**config.mk**
```make
export PLATFORM = sky130hd
export DESIGN_NAME = mwalu
export DESIGN_NICKNAME = d
export VERILOG_FILES = /design/src/rtl/mwalu_pkg.sv /design/src/rtl/mwalu_addsub.sv /design/src/rtl/mwalu_shifter.sv /design/src/rtl/mwalu_core.sv /design/src/rtl/mwalu.sv
export SDC_FILE = /design/constraint.sdc
export NUM_CORES = 1
export LEC_CHECK = 0
export BUFFER_PORTS_ARGS = -buffer_cell sky130_fd_sc_hd__buf_2
export CAP_MARGIN = 20
export CORE_MARGIN = 8
export CORE_UTILIZATION = 33
export CTS_BUF_LIST = sky130_fd_sc_hd__clkbuf_8
export DETAILED_ROUTE_END_ITERATION = 8
export PLACE_DENSITY_LB_ADDON = 0.1
export SLEW_MARGIN = 20
export SYNTH_ARGS = -nofsm -noshare
export SYNTH_HDL_FRONTEND = slang
export SYNTH_SLANG_ARGS = --single-unit
```
**constraint.sdc**
```tcl
create_clock -name clk -period 17 [get_ports clk]
set_clock_uncertainty 0.15 [all_clocks]
set_input_delay 0.85 -clock clk [delete_from_list [all_inputs] [get_ports clk]]
set_output_delay 0.85 -clock clk [all_outputs]
set_load 0.03 [all_outputs]
```
**src/rtl/mwalu_pkg.sv**
```systemverilog
package mwalu_pkg;

   localparam int OP_W = 5;

   typedef enum logic [OP_W-1:0] {
      OP_ADC = 5'd0,
      OP_SBC = 5'd1,
      OP_CMP = 5'd2,
      OP_AND = 5'd3,
      OP_ORA = 5'd4,
      OP_EOR = 5'd5,
      OP_LDA = 5'd6,
      OP_BIT = 5'd7,
      OP_TSB = 5'd8,
      OP_TRB = 5'd9,
      OP_STA = 5'd10,
      OP_STZ = 5'd11,
      OP_ASL = 5'd12,
      OP_LSR = 5'd13,
      OP_ROL = 5'd14,
      OP_ROR = 5'd15,
      OP_INC = 5'd16,
      OP_DEC = 5'd17
   } alu_op_e;

   typedef struct packed {
      logic acc_we;
      logic mem_we;
      logic n;
      logic v;
      logic z;
      logic c;
   } alu_ctl_t;

endpackage

```
**src/rtl/mwalu_addsub.sv**
```systemverilog
module mwalu_addsub #(
   parameter int LANE_W = 8
) (
   input  logic [2*LANE_W-1:0] a,
   input  logic [2*LANE_W-1:0] b,
   input  logic                cin,
   input  logic                wide,
   output logic [2*LANE_W-1:0] sum,
   output logic                cout,
   output logic                ovf
);
   localparam int DW = 2 * LANE_W;

   logic [LANE_W:0] lo_lane;
   logic [LANE_W:0] hi_lane;
   logic            sa, sb, sr;

   always_comb begin
      lo_lane = {1'b0, a[LANE_W-1:0]} + {1'b0, b[LANE_W-1:0]} + {{LANE_W{1'b0}}, cin};
      hi_lane = {1'b0, a[DW-1:LANE_W]} + {1'b0, b[DW-1:LANE_W]}
              + {{LANE_W{1'b0}}, lo_lane[LANE_W]};
      if (wide) begin
         sum  = {hi_lane[LANE_W-1:0], lo_lane[LANE_W-1:0]};
         cout = hi_lane[LANE_W];
         sa   = a[DW-1];
         sb   = b[DW-1];
         sr   = hi_lane[LANE_W-1];
      end else begin
         sum  = {a[DW-1:LANE_W], lo_lane[LANE_W-1:0]};
         cout = lo_lane[LANE_W];
         sa   = a[LANE_W-1];
         sb   = b[LANE_W-1];
         sr   = lo_lane[LANE_W-1];
      end
      ovf = (sa == sb) && (sr != sa);
   end

endmodule

```
**src/rtl/mwalu_shifter.sv**
```systemverilog
module mwalu_shifter
   import mwalu_pkg::*;
#(
   parameter int LANE_W = 8
) (
   input  logic [2*LANE_W-1:0] x,
   input  logic                cin,
   input  logic                wide,
   input  alu_op_e             op,
   output logic [2*LANE_W-1:0] y,
   output logic                cout
);
   localparam int DW = 2 * LANE_W;

   logic msb;

   always_comb begin
      msb  = wide ? x[DW-1] : x[LANE_W-1];
      y    = x;
      cout = cin;
      case (op)
         OP_ASL: begin
            y    = x << 1;
            cout = msb;
         end
         OP_ROL: begin
            y    = {x[DW-2:0], cin};
            cout = msb;
         end
         OP_LSR: begin
            y = x >> 1;
            if (!wide) y[LANE_W-1] = 1'b0;
            cout = x[0];
         end
         OP_ROR: begin
            y = x >> 1;
            if (wide) y[DW-1] = cin;
            else      y[LANE_W-1] = cin;
            cout = x[0];
         end
         OP_INC:  y = x + DW'(1);
         OP_DEC:  y = x - DW'(1);
         default: y = x;
      endcase
   end

endmodule

```
**src/rtl/mwalu_core.sv**
```systemverilog
module mwalu_core
   import mwalu_pkg::*;
#(
   parameter int LANE_W = 8
) (
   input  alu_op_e             op,
   input  logic                wide,
   input  logic                imm,
   input  logic                rmw_mem,
   input  logic [2*LANE_W-1:0] a,
   input  logic [2*LANE_W-1:0] m,
   input  logic                n_in,
   input  logic                v_in,
   input  logic                z_in,
   input  logic                c_in,
   output logic [2*LANE_W-1:0] res,
   output alu_ctl_t            ctl
);
   localparam int DW = 2 * LANE_W;

   function automatic logic sign_of(input logic [DW-1:0] v, input logic w);
      return w ? v[DW-1] : v[LANE_W-1];
   endfunction

   function automatic logic next_of(input logic [DW-1:0] v, input logic w);
      return w ? v[DW-2] : v[LANE_W-2];
   endfunction

   function automatic logic zero_of(input logic [DW-1:0] v, input logic w);
      return w ? (v == '0) : (v[LANE_W-1:0] == '0);
   endfunction

   logic            is_sub;
   logic [DW-1:0]   b_eff;
   logic            cin_eff;
   logic [DW-1:0]   sum;
   logic            add_c, add_v;
   logic [DW-1:0]   rmw_x;
   logic [DW-1:0]   rmw_y;
   logic            rmw_c;

   assign is_sub  = (op == OP_SBC) || (op == OP_CMP);
   assign b_eff   = is_sub ? ~m : m;
   assign cin_eff = (op == OP_CMP) ? 1'b1 : c_in;
   assign rmw_x   = rmw_mem ? m : a;

   mwalu_addsub #(.LANE_W(LANE_W)) u_addsub (
      .a    (a),
      .b    (b_eff),
      .cin  (cin_eff),
      .wide (wide),
      .sum  (sum),
      .cout (add_c),
      .ovf  (add_v)
   );

   mwalu_shifter #(.LANE_W(LANE_W)) u_shift (
      .x    (rmw_x),
      .cin  (c_in),
      .wide (wide),
      .op   (op),
      .y    (rmw_y),
      .cout (rmw_c)
   );

   logic [DW-1:0] raw;
   logic [DW-1:0] dest;
   logic          nz_upd;

   always_comb begin
      raw    = a;
      nz_upd = 1'b0;
      ctl    = '{acc_we: 1'b0, mem_we: 1'b0, n: n_in, v: v_in, z: z_in, c: c_in};
      case (op)
         OP_ADC, OP_SBC: begin
            raw        = sum;
            nz_upd     = 1'b1;
            ctl.acc_we = 1'b1;
            ctl.c      = add_c;
            ctl.v      = add_v;
         end
         OP_CMP: begin
            raw    = sum;
            nz_upd = 1'b1;
            ctl.c  = add_c;
         end
         OP_AND, OP_ORA, OP_EOR, OP_LDA: begin
            case (op)
               OP_AND:  raw = a & m;
               OP_ORA:  raw = a | m;
               OP_EOR:  raw = a ^ m;
               default: raw = m;
            endcase
            nz_upd     = 1'b1;
            ctl.acc_we = 1'b1;
         end
         OP_BIT: begin
            ctl.z = zero_of(a & m, wide);
            if (!imm) begin
               ctl.n = sign_of(m, wide);
               ctl.v = next_of(m, wide);
            end
         end
         OP_TSB, OP_TRB: begin
            raw        = (op == OP_TSB) ? (a | m) : (~a & m);
            ctl.mem_we = 1'b1;
            ctl.z      = zero_of(a & m, wide);
         end
         OP_STA: begin
            raw        = a;
            ctl.mem_we = 1'b1;
         end
         OP_STZ: begin
            raw        = '0;
            ctl.mem_we = 1'b1;
         end
         OP_ASL, OP_LSR, OP_ROL, OP_ROR, OP_INC, OP_DEC: begin
            raw        = rmw_y;
            nz_upd     = 1'b1;
            ctl.mem_we = rmw_mem;
            ctl.acc_we = !rmw_mem;
            if (op != OP_INC && op != OP_DEC) ctl.c = rmw_c;
         end
         default: raw = a;
      endcase
      if (nz_upd) begin
         ctl.n = sign_of(raw, wide);
         ctl.z = zero_of(raw, wide);
      end
   end

   always_comb begin
      dest = ctl.mem_we ? m : a;
      if (!ctl.acc_we && !ctl.mem_we) res = a;
      else if (wide)                  res = raw;
      else                            res = {dest[DW-1:LANE_W], raw[LANE_W-1:0]};
   end

endmodule

```
**src/rtl/mwalu.sv**
```systemverilog
module mwalu
   import mwalu_pkg::*;
#(
   parameter int LANE_W  = 8,
   parameter bit OUT_REG = 1'b1
) (
   input  logic                clk,
   input  logic                rst_n,
   input  logic                in_valid,
   input  logic [OP_W-1:0]     op_code,
   input  logic                wide_mode,
   input  logic                imm_mode,
   input  logic                rmw_mem,
   input  logic [2*LANE_W-1:0] acc_in,
   input  logic [2*LANE_W-1:0] mem_in,
   input  logic                n_in,
   input  logic                v_in,
   input  logic                z_in,
   input  logic                c_in,
   output logic                out_valid,
   output logic [2*LANE_W-1:0] result,
   output logic                acc_we,
   output logic                mem_we,
   output logic                n_out,
   output logic                v_out,
   output logic                z_out,
   output logic                c_out
);
   localparam int DW = 2 * LANE_W;

   generate
      if (LANE_W < 4) begin : g_lane_too_small
         $error("mwalu: LANE_W must be at least 4");
      end
   endgenerate

   alu_op_e       op_e;
   logic [DW-1:0] nxt_res;
   alu_ctl_t      nxt_ctl;

   assign op_e = alu_op_e'(op_code);

   mwalu_core #(.LANE_W(LANE_W)) u_core (
      .op      (op_e),
      .wide    (wide_mode),
      .imm     (imm_mode),
      .rmw_mem (rmw_mem),
      .a       (acc_in),
      .m       (mem_in),
      .n_in    (n_in),
      .v_in    (v_in),
      .z_in    (z_in),
      .c_in    (c_in),
      .res     (nxt_res),
      .ctl     (nxt_ctl)
   );

   generate
      if (OUT_REG) begin : g_reg
         always_ff @(posedge clk) begin
            if (!rst_n) begin
               out_valid <= 1'b0;
               result    <= '0;
               acc_we    <= 1'b0;
               mem_we    <= 1'b0;
               n_out     <= 1'b0;
               v_out     <= 1'b0;
               z_out     <= 1'b0;
               c_out     <= 1'b0;
            end else begin
               out_valid <= in_valid;
               result    <= nxt_res;
               acc_we    <= in_valid && nxt_ctl.acc_we;
               mem_we    <= in_valid && nxt_ctl.mem_we;
               n_out     <= nxt_ctl.n;
               v_out     <= nxt_ctl.v;
               z_out     <= nxt_ctl.z;
               c_out     <= nxt_ctl.c;
            end
         end


         valid_lat_chk: assert property (@(posedge clk) disable iff (!rst_n)
            in_valid |=> out_valid);

         valid_drop_chk: assert property (@(posedge clk) disable iff (!rst_n)
            !in_valid |=> !out_valid);
      end else begin : g_comb
         assign out_valid = in_valid;
         assign result    = nxt_res;
         assign acc_we    = in_valid && nxt_ctl.acc_we;
         assign mem_we    = in_valid && nxt_ctl.mem_we;
         assign n_out     = nxt_ctl.n;
         assign v_out     = nxt_ctl.v;
         assign z_out     = nxt_ctl.z;
         assign c_out     = nxt_ctl.c;
      end
   endgenerate


   cmp_nowrite_chk: assert property (@(posedge clk) disable iff (!rst_n)
      (in_valid && op_e == OP_CMP) |-> (!nxt_ctl.acc_we && !nxt_ctl.mem_we && nxt_ctl.v == v_in));

   logic_cv_hold_chk: assert property (@(posedge clk) disable iff (!rst_n)
      (in_valid && op_e inside {OP_AND, OP_ORA, OP_EOR, OP_LDA}) |-> (nxt_ctl.c == c_in && nxt_ctl.v == v_in));

   store_flags_chk: assert property (@(posedge clk) disable iff (!rst_n)
      (in_valid && op_e inside {OP_STA, OP_STZ}) |->
      (nxt_ctl.n == n_in && nxt_ctl.v == v_in && nxt_ctl.z == z_in && nxt_ctl.c == c_in));

   lsr_n_clear_chk: assert property (@(posedge clk) disable iff (!rst_n)
      (in_valid && op_e == OP_LSR) |-> !nxt_ctl.n);

   incdec_c_chk: assert property (@(posedge clk) disable iff (!rst_n)
      (in_valid && op_e inside {OP_INC, OP_DEC}) |-> (nxt_ctl.c == c_in && nxt_ctl.v == v_in));

endmodule

```
==> impl_metrics.csv <==
group,metric,value,unit
die,start_util,0.339,
setup_path,cp_cell_sequence,"buf_2 > xor2_1 > nand2_1 > xnor2_1 > fa_1 > fa_1 > a211oi_1 > o21bai_1 > a21o_1 > a21o_1 > a21o_1 > fa_1 > fa_1 > a211oi_1 > o21ai_0 > and3_1 > nor3_1 > nor3_1 > a22oi_1 > nor4_1 > a41o_1",
detailed_routing,viasPerCell,6.12,
die,die_x,138,um
sta,maxSlewViolCount,0,
clock_network,clock_sinks,23,
detailed_routing,drt_first_iter_violations,471,
clock_network,numCtsBuffers,3,
detailed_routing,drc,0,
detailed_routing,ant_nets,0,
sta,finalCritPeriodShare,0.407,
pwr,total_leakage_power,2.47,nW
clock_network,cts_tree,"done",
grt,grt_max_degree,39,
placement,dp_hpwl,16000,um
pwr,switching_share,0.500,
worst_hold_path,min_path_type,"in2reg",
clock_network,cts_setup_buffers,0,
synthesis,synth_edf_count,0,
detailed_routing,wl,20700,um
cells_and_area,layout_common_cells,"buf_2 (69), ha_1 (60), nor2_1 (58)",
pwr,p_int,0.133,mW
synthesis,synth_area_per_cell,7.36,um^2
run_status,outcome,"finished, final reports clean",
placement,portBuffers,69,
grt,grt.total_usage,0.203,
pwr,p_sw,0.133,mW
setup_path,startpoint_type,"input port",
cells_and_area,n_antenna_cell,0,
sta,tns,0,ns
sta,tightest_slew,1.08,ns
placement,place_congestion,0.884,
sta,fin_crit,6.91,ns
die,ios,70,
pwr,seq_power_share,0.227,
detailed_routing,wl_per_cell,23.0,um
sta,finalSetupViolations,0,
sta,hold_viol,0,
flow_run,cap_violations,0,
setup_path,startpoint,"op_code[0]",
clock_network,clockRootBuffer,"clkbuf_8",
detailed_routing,first_pass_iters,5,
clock_network,clockBufferDepth,2,
setup_path,slowest_stage,"nand2_1",
placement,dpl-instance-area,5410,um^2
sta,fmax,145,MHz
cells_and_area,layout_commonest_cell,"buf_2",
grt,first_global_vias,5337,
setup_path,critPathMostFrequentCell,"fa_1",
clock_network,hold_buffers,0,
synthesis,synthesis.area,4950,um^2
die,die_area,19200,um^2
cells_and_area,num-nets-final,826,
clock_network,ctsResizeCount,0,
sta,grt_setup_unrepaired,"no",
setup_path,critPathCapture,"z_out$_SDFF_PN0_",
synthesis,yosysWarningCount,0,
synthesis,synth_cell_types,79,
setup_path,worst_ep_arrival_time,6.97,ns
setup_path,cp_max_fo,38,
die,die-height,138,um
die,num_rows,44,
synthesis,ys_async_sr_fraction,0,
detailed_routing,num_vias,5487,
grt,grt_pass1_wl,31100,um
setup_path,worstPathRequired,17.05,ns
pwr,vdd_ir_drop_max,30.7,uV
setup_path,crit_path_end_kind,"flip-flop",
grt,antenna_found_initial,0,
setup_path,slowest_delay,0.63,ns
die,core_area,14600,um^2
synthesis,synthesis.nets,784,
grt,grt_overflow_total,0,
clock_network,ctsHtreeMaxLevel,1,
pwr,power_frac_comb,0.612,
synthesis,postSynthCellCount,672,
sta,slew_headroom,0.272,
pwr,powerDensity,48.6,nW/um^2
synthesis,synth_top_area_frac,0.152,
pwr,clkPwrFrac,0.161,
clock_network,path_clk_slew,0.12,ns
synthesis,synth_ff_type,"dfxtp_1",
synthesis,seq_area_frac_synth,0.0930,
synthesis,ys_top_cells_by_area,"ha_1 (15%), dfxtp_1 (9.3%), mux2i_1 (4.5%), o21ai_0 (4.5%), nor2_1 (4.4%)",
cells_and_area,fin_area,5450,um^2
synthesis,synth_seq_cells,23,
synthesis,yosysTopAreaCell,"ha_1",
cells_and_area,drive_gt1_frac,0.140,
cells_and_area,area_growth,10.2,%
setup_path,worstSetupPathType,"in2reg",
## critical path, delay by kind of cell
kind	cells	cell delay [ns]
and+or+nand+nor	5	1.18
AOI/OAI and AO/OA	9	1.98
adders and majority gates	4	1.83
xor gates and xnor gates	2	0.53
buffers and inverters	1	0.55
## synth_stat cells, drive strengths merged, types with 12 or more instances
master	number
nor3	18
nand2	54
o21ai	47
a22oi	12
inv	48
nor2	58
ha	60
o221ai	13
buf	19
a21oi	37
xnor2	24
mux2i	22
dfxtp	23
clkbuf	18
## flip-flops by register name, summed over array words and instances (netlist names)
register and cells:
result 16, acc_we 1, c_out 1, mem_we 1
n_out 1, out_valid 1, v_out 1, z_out 1
## stage by stage
stage                     instances  hold WS (ns)  worst slack [ns]  utilization  total power, mW
final                           897         0.632             10.09        0.374            0.265
after CTS                       897         0.627             10.08        0.374            0.265
after global placement          893         0.946              9.85        0.370            0.220
after global routing            897         0.651              9.56        0.374            0.282
after floorplan                 672         0.850             10.74            -            0.170
after detailed placement        893         0.939              9.78        0.370            0.222
## power by group through the flow
stage	Sequential [mW]	Clock (mW)	Combinational, mW
2_1_floorplan	0.0715	0	0.0989
3_3_place_gp	0.0613	0	0.159
3_5_place_dp	0.0613	0	0.160
4_1_cts	0.0602	0.0440	0.161
5_1_grt	0.0605	0.0444	0.177
6_report	0.0601	0.0427	0.162
## metal layers
layer / vias to the layer above / GRT usage / share of wire
met4: 0 / 0.0612 / 0.029
met5: - / 0 / 0
met3: 43 / 0.0271 / 0.059
met1: 2614 / 0.256 / 0.43
met2: 224 / 0.350 / 0.48
li1: 2606 / - / -
## cells by family after synthesis
kind of cell | Yosys count | share of synthesized area
AO/OA/AOI/OAI | 232 | 0.339
AND/OR/NAND/NOR | 207 | 0.209
buffers and inverters | 85 | 0.0723
adder cells (fa/ha/maj) | 65 | 0.172
XOR/XNOR | 34 | 0.0602
multiplexers | 26 | 0.0544
flip-flops | 23 | 0.0930
## how the worst min path moves through the flow
stage | from | end | slack (ns) | cells past startpoint
floorplan | in_valid | out_valid$_SDFF_PN0_ | 0.85 | 1
global placement | in_valid | out_valid$_SDFF_PN0_ | 0.95 | 2
detailed placement | in_valid | out_valid$_SDFF_PN0_ | 0.94 | 2
CTS | in_valid | out_valid$_SDFF_PN0_ | 0.63 | 2
global route | in_valid | out_valid$_SDFF_PN0_ | 0.65 | 2
finish | in_valid | out_valid$_SDFF_PN0_ | 0.63 | 2
## layout make-up
class / instances / area (um^2)
fill: 1576 / 9140
multi-input combinational: 564 / 4150
sequential: 23 / 460
inverter: 48 / 180
clock buffer: 3 / 41.3
timing repair buffer: 74 / 383
tap: 184 / 230
clock inverter: 1 / 5.00
(Power assumes the default switching activity.)
